--- src/rtl/codec_regbank_pkg.sv ---
package codec_regbank_pkg;
  localparam int DATA_W = 16;

  localparam logic [6:0] IDX_CAPS   = 7'h00;
  localparam logic [6:0] IDX_MASTER = 7'h02;
  localparam logic [6:0] IDX_SPARE  = 7'h74;
  localparam logic [6:0] IDX_EXT    = 7'h76;

  localparam logic [DATA_W-1:0] CAPS_CODE = 16'h0090;

  localparam int MUTE_BIT   = 15;
  localparam int LEFT_LSB   = 8;
  localparam int RMUTE_BIT  = 7;
  localparam int RIGHT_LSB  = 0;
  localparam int SPLIT_BIT  = 12;
  localparam int FOLLOW_BIT = 11;

  typedef struct packed {
    logic split;
    logic follow;
  } ext_flags_t;
endpackage

--- src/rtl/codec_vol_field.sv ---
module codec_vol_field #(
  parameter int VOL_W = 6
) (
  input  logic             clk_i,
  input  logic             rst_ni,
  input  logic             soft_clr_i,
  input  logic             we_i,
  input  logic [VOL_W-1:0] d_i,
  output logic [VOL_W-1:0] q_o
);
  always_ff @(posedge clk_i or negedge rst_ni) begin
    if (!rst_ni)         q_o <= '0;
    else if (soft_clr_i) q_o <= '0;
    else if (we_i)       q_o <= d_i[VOL_W-1] ? '1 : d_i;
  end

  AST_VOL_SAT: assert property (@(posedge clk_i) disable iff (!rst_ni)
    (we_i && !soft_clr_i && d_i[VOL_W-1]) |=> (&q_o));
endmodule

--- src/rtl/codec_master_reg.sv ---
module codec_master_reg
  import codec_regbank_pkg::*;
#(
  parameter int VOL_W = 6
) (
  input  logic              clk_i,
  input  logic              rst_ni,
  input  logic              soft_clr_i,
  input  logic              we_i,
  input  logic [DATA_W-1:0] wdata_i,
  input  logic              split_i,
  output logic [VOL_W-1:0]  vol_left_o,
  output logic [VOL_W-1:0]  vol_right_o,
  output logic              mute_o,
  output logic              rmute_o,
  output logic [DATA_W-1:0] rd_o
);
  localparam int NCH = 2;
  localparam int LSB [NCH] = '{LEFT_LSB, RIGHT_LSB};

  logic [VOL_W-1:0] vol_q [NCH];

  for (genvar c = 0; c < NCH; c++) begin : g_ch
    codec_vol_field #(.VOL_W(VOL_W)) u_field (
      .clk_i     (clk_i),
      .rst_ni    (rst_ni),
      .soft_clr_i(soft_clr_i),
      .we_i      (we_i),
      .d_i       (wdata_i[LSB[c] +: VOL_W]),
      .q_o       (vol_q[c])
    );
  end

  logic mute_q, rmute_q;

  always_ff @(posedge clk_i or negedge rst_ni) begin
    if (!rst_ni) begin
      mute_q  <= 1'b1;
      rmute_q <= 1'b0;
    end else if (soft_clr_i) begin
      mute_q  <= 1'b1;
      rmute_q <= 1'b0;
    end else if (we_i) begin
      mute_q  <= wdata_i[MUTE_BIT];
      rmute_q <= wdata_i[RMUTE_BIT] & split_i;  // dropped unless split is on
    end
  end

  assign vol_left_o  = vol_q[0];
  assign vol_right_o = vol_q[1];
  assign mute_o      = mute_q;
  assign rmute_o     = rmute_q & split_i;

  always_comb begin
    rd_o = '0;
    rd_o[MUTE_BIT]                 = mute_q;
    rd_o[LEFT_LSB +: VOL_W]        = vol_q[0];
    rd_o[RMUTE_BIT]                = rmute_q & split_i;
    rd_o[RIGHT_LSB +: VOL_W]       = vol_q[1];
  end
endmodule

--- src/rtl/codec_ext_reg.sv ---
module codec_ext_reg
  import codec_regbank_pkg::*;
(
  input  logic              clk_i,
  input  logic              rst_ni,
  input  logic              soft_clr_i,
  input  logic              ext_we_i,
  input  logic              spare_we_i,
  input  logic [DATA_W-1:0] wdata_i,
  output ext_flags_t        flags_o,
  output logic [DATA_W-1:0] ext_rd_o,
  output logic [DATA_W-1:0] spare_rd_o
);
  ext_flags_t        flags_q;
  logic [DATA_W-1:0] spare_q;

  always_ff @(posedge clk_i or negedge rst_ni) begin
    if (!rst_ni)         flags_q <= '0;
    else if (soft_clr_i) flags_q <= '0;
    else if (ext_we_i) begin
      flags_q.split  <= wdata_i[SPLIT_BIT];
      flags_q.follow <= wdata_i[FOLLOW_BIT];
    end
  end

  // spared by the soft reset: hardware reset only
  always_ff @(posedge clk_i or negedge rst_ni) begin
    if (!rst_ni)         spare_q <= '0;
    else if (spare_we_i) spare_q <= wdata_i;
  end

  assign flags_o    = flags_q;
  assign spare_rd_o = spare_q;

  always_comb begin
    ext_rd_o             = '0;
    ext_rd_o[SPLIT_BIT]  = flags_q.split;
    ext_rd_o[FOLLOW_BIT] = flags_q.follow;
  end

  AST_SPARE_KEPT: assert property (@(posedge clk_i) disable iff (!rst_ni)
    (soft_clr_i && !spare_we_i) |=> $stable(spare_q));
endmodule

--- src/rtl/codec_out_map.sv ---
module codec_out_map #(
  parameter int VOL_W = 6,
  localparam int ATT_W = VOL_W - 1
) (
  input  logic [VOL_W-1:0] vol_left_i,
  input  logic [VOL_W-1:0] vol_right_i,
  input  logic             mute_i,
  input  logic             rmute_i,
  input  logic             split_i,
  input  logic             follow_i,
  output logic [ATT_W-1:0] att_left_o,
  output logic [ATT_W-1:0] att_right_o,
  output logic [ATT_W-1:0] att_center_o,
  output logic [ATT_W-1:0] att_lfe_o,
  output logic             mute_left_o,
  output logic             mute_right_o,
  output logic             mute_center_o,
  output logic             mute_lfe_o
);
  // saturated fields already carry all-ones low bits
  assign att_left_o   = vol_left_i[ATT_W-1:0];
  assign att_right_o  = vol_right_i[ATT_W-1:0];
  assign mute_left_o  = mute_i;
  assign mute_right_o = split_i ? rmute_i : mute_i;

  assign att_center_o  = follow_i ? att_left_o   : '0;
  assign att_lfe_o     = follow_i ? att_right_o  : '0;
  assign mute_center_o = follow_i & mute_left_o;
  assign mute_lfe_o    = follow_i & mute_right_o;
endmodule

--- src/rtl/codec_regbank.sv ---
module codec_regbank
  import codec_regbank_pkg::*;
#(
  parameter int ADDR_W = 7,
  parameter int VOL_W  = 6,
  localparam int ATT_W = VOL_W - 1
) (
  input  logic              clk_i,
  input  logic              rst_ni,
  input  logic              wr_en_i,
  input  logic [ADDR_W-1:0] addr_i,
  input  logic [DATA_W-1:0] wdata_i,
  output logic [DATA_W-1:0] rdata_o,
  output logic [ATT_W-1:0]  att_left_o,
  output logic [ATT_W-1:0]  att_right_o,
  output logic [ATT_W-1:0]  att_center_o,
  output logic [ATT_W-1:0]  att_lfe_o,
  output logic              mute_left_o,
  output logic              mute_right_o,
  output logic              mute_center_o,
  output logic              mute_lfe_o
);
  logic hit_caps, hit_master, hit_ext, hit_spare;
  assign hit_caps   = addr_i == ADDR_W'(IDX_CAPS);
  assign hit_master = addr_i == ADDR_W'(IDX_MASTER);
  assign hit_ext    = addr_i == ADDR_W'(IDX_EXT);
  assign hit_spare  = addr_i == ADDR_W'(IDX_SPARE);

  logic soft_clr;
  assign soft_clr = wr_en_i & hit_caps;

  ext_flags_t        flags;
  logic [DATA_W-1:0] master_rd, ext_rd, spare_rd;
  logic [VOL_W-1:0]  vol_l, vol_r;
  logic              mute_m, rmute;

  codec_master_reg #(.VOL_W(VOL_W)) u_master (
    .clk_i      (clk_i),
    .rst_ni     (rst_ni),
    .soft_clr_i (soft_clr),
    .we_i       (wr_en_i & hit_master),
    .wdata_i    (wdata_i),
    .split_i    (flags.split),
    .vol_left_o (vol_l),
    .vol_right_o(vol_r),
    .mute_o     (mute_m),
    .rmute_o    (rmute),
    .rd_o       (master_rd)
  );

  codec_ext_reg u_ext (
    .clk_i     (clk_i),
    .rst_ni    (rst_ni),
    .soft_clr_i(soft_clr),
    .ext_we_i  (wr_en_i & hit_ext),
    .spare_we_i(wr_en_i & hit_spare),
    .wdata_i   (wdata_i),
    .flags_o   (flags),
    .ext_rd_o  (ext_rd),
    .spare_rd_o(spare_rd)
  );

  codec_out_map #(.VOL_W(VOL_W)) u_map (
    .vol_left_i   (vol_l),
    .vol_right_i  (vol_r),
    .mute_i       (mute_m),
    .rmute_i      (rmute),
    .split_i      (flags.split),
    .follow_i     (flags.follow),
    .att_left_o   (att_left_o),
    .att_right_o  (att_right_o),
    .att_center_o (att_center_o),
    .att_lfe_o    (att_lfe_o),
    .mute_left_o  (mute_left_o),
    .mute_right_o (mute_right_o),
    .mute_center_o(mute_center_o),
    .mute_lfe_o   (mute_lfe_o)
  );

  always_comb begin
    rdata_o = '0;
    if (hit_caps)   rdata_o = CAPS_CODE;
    if (hit_master) rdata_o = master_rd;
    if (hit_ext)    rdata_o = ext_rd;
    if (hit_spare)  rdata_o = spare_rd;
  end

  AST_SOFT_RESET: assert property (@(posedge clk_i) disable iff (!rst_ni)
    soft_clr |=> (mute_left_o && mute_right_o && att_left_o == '0 &&
                  att_right_o == '0 && !flags.split && !flags.follow));
  AST_SHARED_MUTE: assert property (@(posedge clk_i) disable iff (!rst_ni)
    !flags.split |-> (mute_right_o == mute_left_o));
  AST_FOLLOW_OFF: assert property (@(posedge clk_i) disable iff (!rst_ni)
    !flags.follow |-> (att_center_o == '0 && att_lfe_o == '0 &&
                       !mute_center_o && !mute_lfe_o));
  AST_FOLLOW_ON: assert property (@(posedge clk_i) disable iff (!rst_ni)
    flags.follow |-> (att_center_o == att_left_o && att_lfe_o == att_right_o &&
                      mute_center_o == mute_left_o && mute_lfe_o == mute_right_o));
  AST_MASTER_WRITE: assert property (@(posedge clk_i) disable iff (!rst_ni)
    (wr_en_i && hit_master && !wdata_i[13] && !wdata_i[5]) |=>
      (att_left_o == $past(wdata_i[12:8]) && att_right_o == $past(wdata_i[4:0])));
endmodule

--- config.mk ---
export PLATFORM = sky130hd
export DESIGN_NAME = codec_regbank
export DESIGN_NICKNAME = d
export VERILOG_FILES = /design/src/rtl/codec_regbank_pkg.sv /design/src/rtl/codec_vol_field.sv /design/src/rtl/codec_master_reg.sv /design/src/rtl/codec_ext_reg.sv /design/src/rtl/codec_out_map.sv /design/src/rtl/codec_regbank.sv
export SDC_FILE = /design/constraint.sdc
export NUM_CORES = 1
export LEC_CHECK = 0
export ABC_AREA = 1
export BUFFER_PORTS_ARGS = -buffer_cell sky130_fd_sc_hd__buf_4
export CORE_MARGIN = 2
export CORE_UTILIZATION = 40
export DETAILED_ROUTE_END_ITERATION = 6
export GPL_ROUTABILITY_DRIVEN = 0
export PLACE_DENSITY_LB_ADDON = 0.15
export REMOVE_ABC_BUFFERS = 1
export SLEW_MARGIN = 10
export SYNTH_ARGS = -nofsm -noshare
export SYNTH_HDL_FRONTEND = slang
export SYNTH_SLANG_ARGS = --single-unit
export TNS_END_PERCENT = 100
--- constraint.sdc ---
create_clock -name clk_i -period 1.28 [get_ports clk_i]
set_input_delay 0.192 -clock clk_i [delete_from_list [all_inputs] [get_ports clk_i]]
set_output_delay 0.192 -clock clk_i [all_outputs]
set_load 0.005 [all_outputs]
; Yosys cells after proc, flatten, opt, wreduce, memory -nomap -nowiden
; Index checks and enable logic that the tools add are counted.
[word_totals]
reg_bits = 32
in_bits = 26
out_inout_bits = 40
elab_cells = 40
[op_classes]
n_eq_ne = 3
mux = 19
n_bitwise = 8
reduce_logical = 3
[op_table]
columns = op, n
row1 = 16-bit two-way mux, 3
row2 = 6-bit two-way mux, 6
row3 = 7-bit equality test (second input constant), 2
row4 = 5-bit two-way mux, 2
row5 = 1-bit AND, 8
row6 = 8-bit two-way mux, 1
row7 = 7-bit by 2-bit equality test with 1-bit output (second input constant), 1
row8 = 7-bit zero test, 1
row9 = 1-bit two-way mux, 5
row10 = 2-bit two-way mux, 2
row11 = 2-bit nonzero test, 2

; Logic depth before layout (Yosys ltp)
; Gate-level depths: netlist of run 1.
[logic_depth]
ltp_word = 5
mapped_depth = 9
ltp_nobuf = 7

; By module
; A second synthesis of run 1 with hierarchy kept.
[hier_totals]
cells_unflattened = 339
area_unflattened_um2 = 2472.4
[by_module_without_submodules]
columns = mod, instances, cells_each, area_each_um2, seq_area_each_um2
row1 = codec_ext_reg, 1, 94, 855.8, 450.4
row2 = codec_regbank, 1, 97, 638.1, 0.0
row3 = codec_vol_field, 2, 38, 275.3, 150.1
row4 = codec_master_reg, 1, 29, 217.7, 51.3
row5 = codec_out_map, 1, 43, 210.2, 0.0

; Least setup slack after synthesis of run 1
; Ideal clock, no wire load.
[synth_path]
path_type = register -> output
startpoint = register u_master.mute_q, in the netlist u_master.mute_o
endpoint = output port mute_lfe_o
arrival_time_ns = 1.045
required_time_ns = 1.088
path_slack_ns = 0.043
stages_incl_launch_ff = 4
n_path_buf = 0
path_cell_list = dfstp_2 -> inv_1 -> or2_2 -> a21boi_0
[synth_via]
elab_chain_cells = 2
[synth_rtl]
columns = item, line_no
row1 = start: declaration, codec_master_reg.sv:34  ; logic mute_q, rmute_q;
row2 = start signal: assignment, codec_master_reg.sv:44  ; mute_q <= wdata_i[MUTE_BIT];
row3 = 1-bit two-way mux, codec_out_map.sv:24  ; assign mute_right_o = split_i ? rmute_i : mute_i;
row4 = 1-bit AND, codec_out_map.sv:29  ; assign mute_lfe_o = follow_i & mute_right_o;
row5 = end: declaration, codec_regbank.sv:21  ; output logic mute_lfe_o
; No other way between the ends.

; Final worst setup path of run 1
; Ends and elaborated chain as after synthesis.

==> metrics.txt, run 1 <==
Overall Power=2.635 mW; crit-path cells=inv_2, or2_4, a21boi_2, buf_4; area delta synth->final=64.57%; DR pass1 iterations=4; largest net degree at the start of global routing=33; synth warn=0; LEAKAGE=1.797 nW; cell taking the most area after synthesis=dfrtp_1; Seq/Total Area, Yosys=41.52%; post-DP HPWL=3.703 mm; Worst Path Required=1.09 ns; status=complete, but fails checks; first-pass GRT wire length=8.811 mm; Worst Tran Pin Value=0.4310 ns; Die ar.=5402 sq um; H-tree depth=2; clk_lat worst skew=0.28 ns; post-DR vias/cell=5.005; met3 wire length=342 um; Netlist cell types=24; commonest non-fill, non-tap cell in the layout=buf_4; Max clock buf depth=2; fin worst setup slack=-0.2710 ns; DRC Markers=0; Tot GR Track Use=21.54%; initial core utilization=41.17%; Top Metal Used=met4; most frequent cells in the layout=buf_4 (68), nand2_1 (49), nand3_1 (32), dfrtp_1 (30), buf_6 (28); Slew Limit Headroom=71.27%; via count=2,042; num rows=25; Finished Core Util=67.76%; io pins=66; post-route ant nets=0; Worst Path Max Fanout=2; Critical Path Max Stage Delay=0.54 ns; Die Y=73.50 um; clk slew on worst S/H paths=0.07 ns; peak supply drop=0.7615 mV; synthesized flop and latch total=32; Worst path slowest cell=dfstp_2; pwr/cell area=828.8 nW/um^2; Cell Area, Synth=1932 sq um; total CTS buffers=5; CP Capture Type=output pin; Tmin final=1.551 ns; Synth top area share=40.16%; clock sink total=32; core outline area=4692 sq um; # placed instances=386; CTS tree=built; port bufs=65; failing checks=setup timing; Met1 Wirelength=2.576 mm; ANT cells=0; worst hold path class=input pin to flop; Root Driver=clkbuf_8; non-filler instance count after layout=408; Slew Viols, Final=0; Final Hold Viols=0; unrepaired setup endpoints after global routing=yes; Syn Area/Cell=7.345 sq um; wire length on met2=3.019 mm; initial antenna violation count=0; Routed WL per cell=14.74 um; # setup viols final=16; DR iter-0 viols=126; hold slack=0.1154 ns; crit path launch type=flop; nets@finish=379; maxcap violations=0; Gate Count Post-Synth=263; vias in the first global route=1,859; Tcrit/Tclk final=121.2%; Fmax achieved=0.6447 GHz; gr ovfl total=0; final setup skew=0.00002121 ns; Area contributors post-synth=dfrtp_1 (40%), nand2_1 (13%), nand3_1 (12%); WL final=6.013 mm; CP Class=flop to output pin; share of layout cells above drive strength 1=56.50%; Filler cells=397; die width=73.50 um; Critical Path AT=1.36 ns
==> what timing repair did <==
| item | CTS | global route |
|---|---|---|
| setup buffers | 6 | 7 |
| gates resized for setup | 52 | 85 |
| pin swaps | 9 | 23 |
| endpoints found under the setup margin | 27 | 29 |
| endpoints found under the hold margin | 31 | 0 |
| hold buffers | 1 | 0 |
| cloned | 1 | 1 |
==> metal layers <==
layer,track usage [%],vias up
met3,3.567,7
li1,-,1004
met5,0,-
met2,34.72,74
met4,7.071,0
met1,29.47,957
==> cell type report <==
type / count / area [sq um] / area share (%)
multi-input cells: 171 / 1101 / 34.63
flip-flops and latches: 32 / 803.3 / 25.27
well taps: 54 / 67.56 / 2.125
repair buffers: 104 / 955.9 / 30.07
inverters: 39 / 161.4 / 5.077
clock buffers: 8 / 90.09 / 2.834
==> power by group <==
| part | total (mW) | switching [mW] | internal, mW |
|---|---|---|---|
| sequential | 1.22 | 0.0908 | 1.13 |
| clock | 0.807 | 0.369 | 0.438 |
| combinational | 0.608 | 0.293 | 0.315 |
==> critical path, delay by kind of cell (launching register included) <==
family / cells / cell delay [ns]
DFF: 1 / 0.54
buffers and inverters: 2 / 0.16
and+or+nand+nor: 1 / 0.23
AOI/OAI and AO/OA: 1 / 0.14
==> worst paths after layout <==
kind	end	from	depth (start not counted)	slack [ns]
worst min-delay path	u_ext.spare_rd_o[6]	wdata_i[6]	3	0.12
worst max register to register	u_ext.ext_rd_o[11]	u_ext.ext_rd_o[11]	4	0.31
min in group asynchronous	u_master.g_ch[0].u_field.q_o[3]	rst_ni	2	0.39
worst min register to register	u_ext.spare_rd_o[11]	u_ext.spare_rd_o[11]	2	0.50
worst max-delay path	mute_lfe_o	u_master.mute_o	4	-0.27
max in group asynchronous	u_master.mute_o	rst_ni	2	0.55
==> through the flow <==
step           worst slack [ns]  instance area [sq um]  setup TNS, ns
2_1_floorplan           -0.3740                   1782         -5.915
3_3_place_gp            -0.1024                   2545        -0.5047
3_5_place_dp            -0.1416                   2545        -0.8556
4_1_cts                 -0.2859                   2835        -0.9302
5_1_grt                 -0.3118                   3179         -2.273
6_report                -0.2710                   3179         -1.058
==> sequential cells by signal, summed over array words and instances (netlist names) <==
signal,cells
u_master.rmute_q,1
u_master.mute_o,1
u_ext.spare_rd_o,16
u_master.g_ch.u_field.q_o,12
u_ext.ext_rd_o,2
==> cell usage after synthesis (all sizes together) <==
library cell and instances:
nand2 71, nand3 47, inv 39, dfrtp 31, o21ai 26, buf 20, or2 11, nor2 9
a21boi 2, clkbuf 2, dfstp 1, nand4 1, nor3 1, o2111ai 1, o22ai 1
==> logic make-up (layout without fill, tap and decap cells) <==
group | Yosys count | after routing | synth area share [%]
AND/OR/NAND/NOR | 140 | 141 | 34.07
buffers and inverters | 61 | 151 | 15.35
AO/OA/AOI/OAI | 30 | 30 | 9.067
flip-flops | 32 | 32 | 41.52
Power figures use the tool's default switching activity.
==> run 2: changes to the inputs <==
--- a/config.mk
+++ b/config.mk
@@ -7,8 +7,8 @@
 export LEC_CHECK = 0
 export ABC_AREA = 1
 export BUFFER_PORTS_ARGS = -buffer_cell sky130_fd_sc_hd__buf_4
-export CORE_MARGIN = 2
-export CORE_UTILIZATION = 40
+export CORE_MARGIN = 5
+export CORE_UTILIZATION = 54
 export DETAILED_ROUTE_END_ITERATION = 6
 export GPL_ROUTABILITY_DRIVEN = 0
 export PLACE_DENSITY_LB_ADDON = 0.15
==> constraint.sdc (replaced) <==
create_clock -name clk_i -period 1.8 [get_ports clk_i]
set_input_delay 0.27 -clock clk_i [delete_from_list [all_inputs] [get_ports clk_i]]
set_output_delay 0.27 -clock clk_i [all_outputs]
set_load 0.005 [all_outputs]
==> metrics.txt, run 2 (synthesis results as in run 1) <==
status=complete, no violations; fin worst setup slack=0.06845 ns; Worst Path Max Fanout=2; most frequent cells in the layout=buf_4 (75), nand2_1 (69), nand3_1 (46), inv_1 (36), dfrtp_1 (31); Routed WL per cell=13.28 um; clk slew on worst S/H paths=0.11 ns; core outline area=3390 sq um; H-tree depth=2; crit path launch type=flop; die width=69.81 um; DRC Markers=0; total CTS buffers=5; Switch Pwr=462.1 uW; CTS tree=built; FF-to-FF setup slack=0.83 ns; CP Class=flop to output pin; post-DP HPWL=3.554 mm; Critical Path AT=1.46 ns; num rows=21; share of layout cells above drive strength 1=33.85%; combinational power share=17.3%; commonest non-fill, non-tap cell in the layout=buf_4; Design Area, Final=2492 sq um; clock sink total=32; Fmax achieved=0.5775 GHz; RR Startpoint=u_ext.ext_rd_o[11]; WL final=4.926 mm; Tot GR Track Use=20.43%; vias in the first global route=1,769; initial antenna violation count=0; post-route ant nets=0; clk_lat worst skew=0.34 ns; non-filler instance count after layout=371; unrepaired setup endpoints after global routing=no; Slew Limit Headroom=63.09%; Final Hold Viols=0; HP Start=wdata_i[7]; final setup skew=0.0001144 ns; dpl cell area=2395 sq um; area delta synth->final=29.02%; Worst Path Required=1.53 ns; P_int=1.244 mW; Worst Tran Pin Value=0.5536 ns; Die Y=69.81 um; worst hold path class=input pin to flop; ANT cells=0; Slew Viols, Final=0; Sequential Power Share=50.4%; nets@finish=350; Critical path origin=u_master.mute_o; Die ar.=4873 sq um; Max clock buf depth=2; Tmin final=1.732 ns; post-DR vias/cell=5.111; setup_tns=0 ns; Finished Core Util=73.53%; Tcrit/Tclk final=96.20%; LEAKAGE=1.466 nW; pre-CTS WS=0.1990 ns; # setup viols final=0; peak supply drop=0.6407 mV; via count=1,896; gr ovfl total=0; maxcap violations=0; # placed instances=361; pwr/cell area=684.6 nW/um^2; io pins=66; largest net degree at the start of global routing=33; clock power share=32.3%; Sw Ratio=27.08%; initial core utilization=57.00%; first-pass GRT wire length=8.031 mm; DR iter-0 viols=145; max FFs per register=16; port bufs=65; CP Capture Type=output pin; DR pass1 iterations=4; Root Driver=clkbuf_4
run 2: final cells by class:
type	count	area [sq um]
flip-flops and latches	32	802.0
repair buffers	76	573.1
multi-input cells	170	837.1
clock buffers	6	41.29
well taps	46	57.56
clock inverters	2	35.03
inverters	39	146.4
fillers	310	897.1
run 2: final timing paths:
path,end,depth (start not counted)
min reg2reg,u_master.g_ch[1].u_field.q_o[5],2
max reg2reg,u_ext.ext_rd_o[11],2
max in group asynchronous,u_master.mute_o,2
min in group asynchronous,u_ext.spare_rd_o[15],2
min,u_ext.spare_rd_o[7],3
max,mute_lfe_o,4
run 2: metal layers:
metal,track usage (%),vias up,wire [um]
li1,-,938,-
met1,24.80,875,2071
met2,33.79,74,2372
met3,5.072,9,406
met4,9.574,0,76
met5,0,-,0
run 2: through the flow:
stage / hold slack [ns] / power, mW
CTS: 0.1275 / 1.714
global route: 0.1427 / 1.783
detailed placement: 0.2312 / 1.162
floorplan: -0.02559 / 0.9906
finish: 0.1319 / 1.706
global placement: 0.2299 / 1.153
run 2: what timing repair did:
item	in CTS	in global routing
gates resized for setup	0	2
setup buffers	1	0
hold buffers	1	0
endpoints found under the hold margin	31	0
setup endpoints to repair	1	1
run 2: power by group through the flow:
stage | Combinational [mW] | Sequential [mW] | Clock, mW
after floorplan | 0.130 | 0.860 | 0
after global placement | 0.278 | 0.874 | 0
after detailed placement | 0.286 | 0.876 | 0
after CTS | 0.297 | 0.860 | 0.557
after global routing | 0.330 | 0.870 | 0.582
final | 0.295 | 0.860 | 0.552
run 2: critical path, cell delays in order (launching register included):
cell and delay [ns]:
dfstp_2 0.54, inv_1 0.05, or2_2 0.30, a21boi_2 0.12, buf_4 0.11
==> run 3: changes to the inputs <==
--- a/config.mk
+++ b/config.mk
@@ -8,7 +8,8 @@
 export ABC_AREA = 1
 export BUFFER_PORTS_ARGS = -buffer_cell sky130_fd_sc_hd__buf_4
 export CORE_MARGIN = 5
-export CORE_UTILIZATION = 54
+export CORE_UTILIZATION = 55
+export CTS_BUF_LIST = sky130_fd_sc_hd__clkbuf_2
 export DETAILED_ROUTE_END_ITERATION = 6
 export GPL_ROUTABILITY_DRIVEN = 0
 export PLACE_DENSITY_LB_ADDON = 0.15
==> metrics.txt, run 3 (synthesis results as in run 1) <==
status=complete, no violations; H-tree depth=2; Critical Path Max Stage Delay=0.56 ns; most frequent cells in the layout=buf_4 (72), nand2_1 (69), nand3_1 (46), inv_1 (36), dfrtp_1 (31); num rows=21; via count=1,859; first-pass GRT wire length=8.790 mm; R2R Path End=u_ext.ext_rd_o[11]; setup_tns=0 ns; non-filler instance count after layout=368; Critical Path AT=1.45 ns; Critical path origin=u_master.mute_o; DRC Markers=0; pwr/cell area=619.9 nW/um^2; gr ovfl total=0; clock sink total=32; hold depth=3; FF-to-FF setup slack=0.90 ns; clk_lat worst skew=0.37 ns; Tmin final=1.721 ns; nets@finish=347; final setup skew=0.0002787 ns; ANT cells=0; max FFs per register=16; DR iter-0 viols=178; crit-path cells=inv_1, or2_4, a21boi_2, buf_4; # setup viols final=0; unrepaired setup endpoints after global routing=no; CP Capture Type=output pin; WL final=4.935 mm; crit path to=mute_lfe_o; Root Driver=clkbuf_2; kind of cell adding the most delay to the critical path=flip-flops; Slew Viols, Final=0; CTS tree=built; HP Start=wdata_i[14]; initial antenna violation count=0; Tot GR Track Use=22.26%; RR Startpoint=u_ext.ext_rd_o[11]; Worst Tran Pin Value=0.4381 ns; vias in the first global route=1,819; initial core utilization=57.44%; Die Y=69.27 um; Slew Limit Headroom=70.73%; Final Hold Viols=0; CP Class=flop to output pin; largest net degree at the start of global routing=33; maxcap violations=0; Tcrit/Tclk final=95.60%; Max clock buf depth=2; io pins=66; share of layout cells above drive strength 1=33.54%; Worst Path Required=1.53 ns; Levels on crit path=4; peak supply drop=0.5146 mV; port bufs=65; Die ar.=4798 sq um; crit path launch type=flop; Reg2Reg Depth=3; Worst path slowest cell=dfstp_2; LEAKAGE=1.443 nW; # placed instances=358; post-DR vias/cell=5.052; Routed WL per cell=13.41 um; Fmax achieved=0.5812 GHz; Buf/Inv on CP=2; area delta synth->final=26.10%; post-DP HPWL=3.544 mm; total CTS buffers=5; commonest non-fill, non-tap cell in the layout=buf_4; die width=69.27 um; core outline area=3363 sq um; clk slew on worst S/H paths=0.16 ns; worst hold path class=input pin to flop; DR pass1 iterations=4; post-route ant nets=0; Worst Path Max Fanout=2
-- run 3: cell types whose count changed in the layout (fill, tap and decap cells not counted) --
cell | before | now
buf_4 | 75 | 72
bufinv_16 | 1 | 0
clkinv_2 | 1 | 0
clkbuf_1 | 1 | 0
clkbuf_4 | 5 | 0
clkbuf_2 | 0 | 8
or2_4 | 0 | 1
or2_2 | 11 | 10
-- run 3: worst min path at each step --
| stage | slack (ns) | endpoint |
|---|---|---|
| after CTS | 0.08 | u_ext.spare_rd_o[14] |
| after global placement | 0.23 | u_ext.spare_rd_o[6] |
| final | 0.1 | u_ext.spare_rd_o[14] |
| after floorplan | -0.03 | u_ext.ext_rd_o[11] |
| after global routing | 0.07 | u_ext.spare_rd_o[14] |
| after detailed placement | 0.23 | u_ext.spare_rd_o[6] |
-- run 3: layout make-up --
cell class / count / area [sq um]
inverter: 39 / 146.4
sequential: 32 / 802.0
tap: 46 / 57.56
timing repair buffer: 73 / 550.5
fill: 303 / 927.1
multi-input combinational: 170 / 839.6
clock buffer: 8 / 40.04
-- run 3: per-stage QoR --
step / util (%) / cell area (sq um) / hold WS (ns) / total power, mW / worst slack (ns)
floorplan: - / 1782 / -0.02559 / 0.9906 / 0.06802
global route: 72.43 / 2436 / 0.07340 / 1.608 / 0.009018
global placement: 70.54 / 2372 / 0.2280 / 1.152 / 0.2374
finish: 72.43 / 2436 / 0.09779 / 1.510 / 0.07927
detailed placement: 70.54 / 2372 / 0.2295 / 1.163 / 0.1766
CTS: 72.25 / 2430 / 0.07728 / 1.518 / 0.006021
-- run 3: repair_timing --
item,4_1_cts,5_1_grt
hold buffers,1,0
buffers inserted,1,0
endpoints found under the hold margin,31,0
pin swaps,0,1
setup endpoints to repair,1,1
cloned,0,0
resized for setup,1,2
-- run 3: layer usage --
metal	global-route usage, %	wire length (um)	vias up
li1	-	-	932
met1	29.04	2055	848
met2	35.28	2372	71
met3	7.246	442	8
met4	6.291	65	0
met5	0	0	-
-- run 3: tightest hold or removal path, cell delays in order --
cell and delay [ns]:
buf_4 0.07, nand2_1 0.05, o21ai_2 0.05
-- run 3: report_power, final --
group          switching [mW]  internal [mW]  leakage (nW)
Combinational           0.152          0.154          1.03
Clock                   0.236          0.115        0.0332
Sequential             0.0524          0.801         0.382
Total                   0.441           1.07          1.44
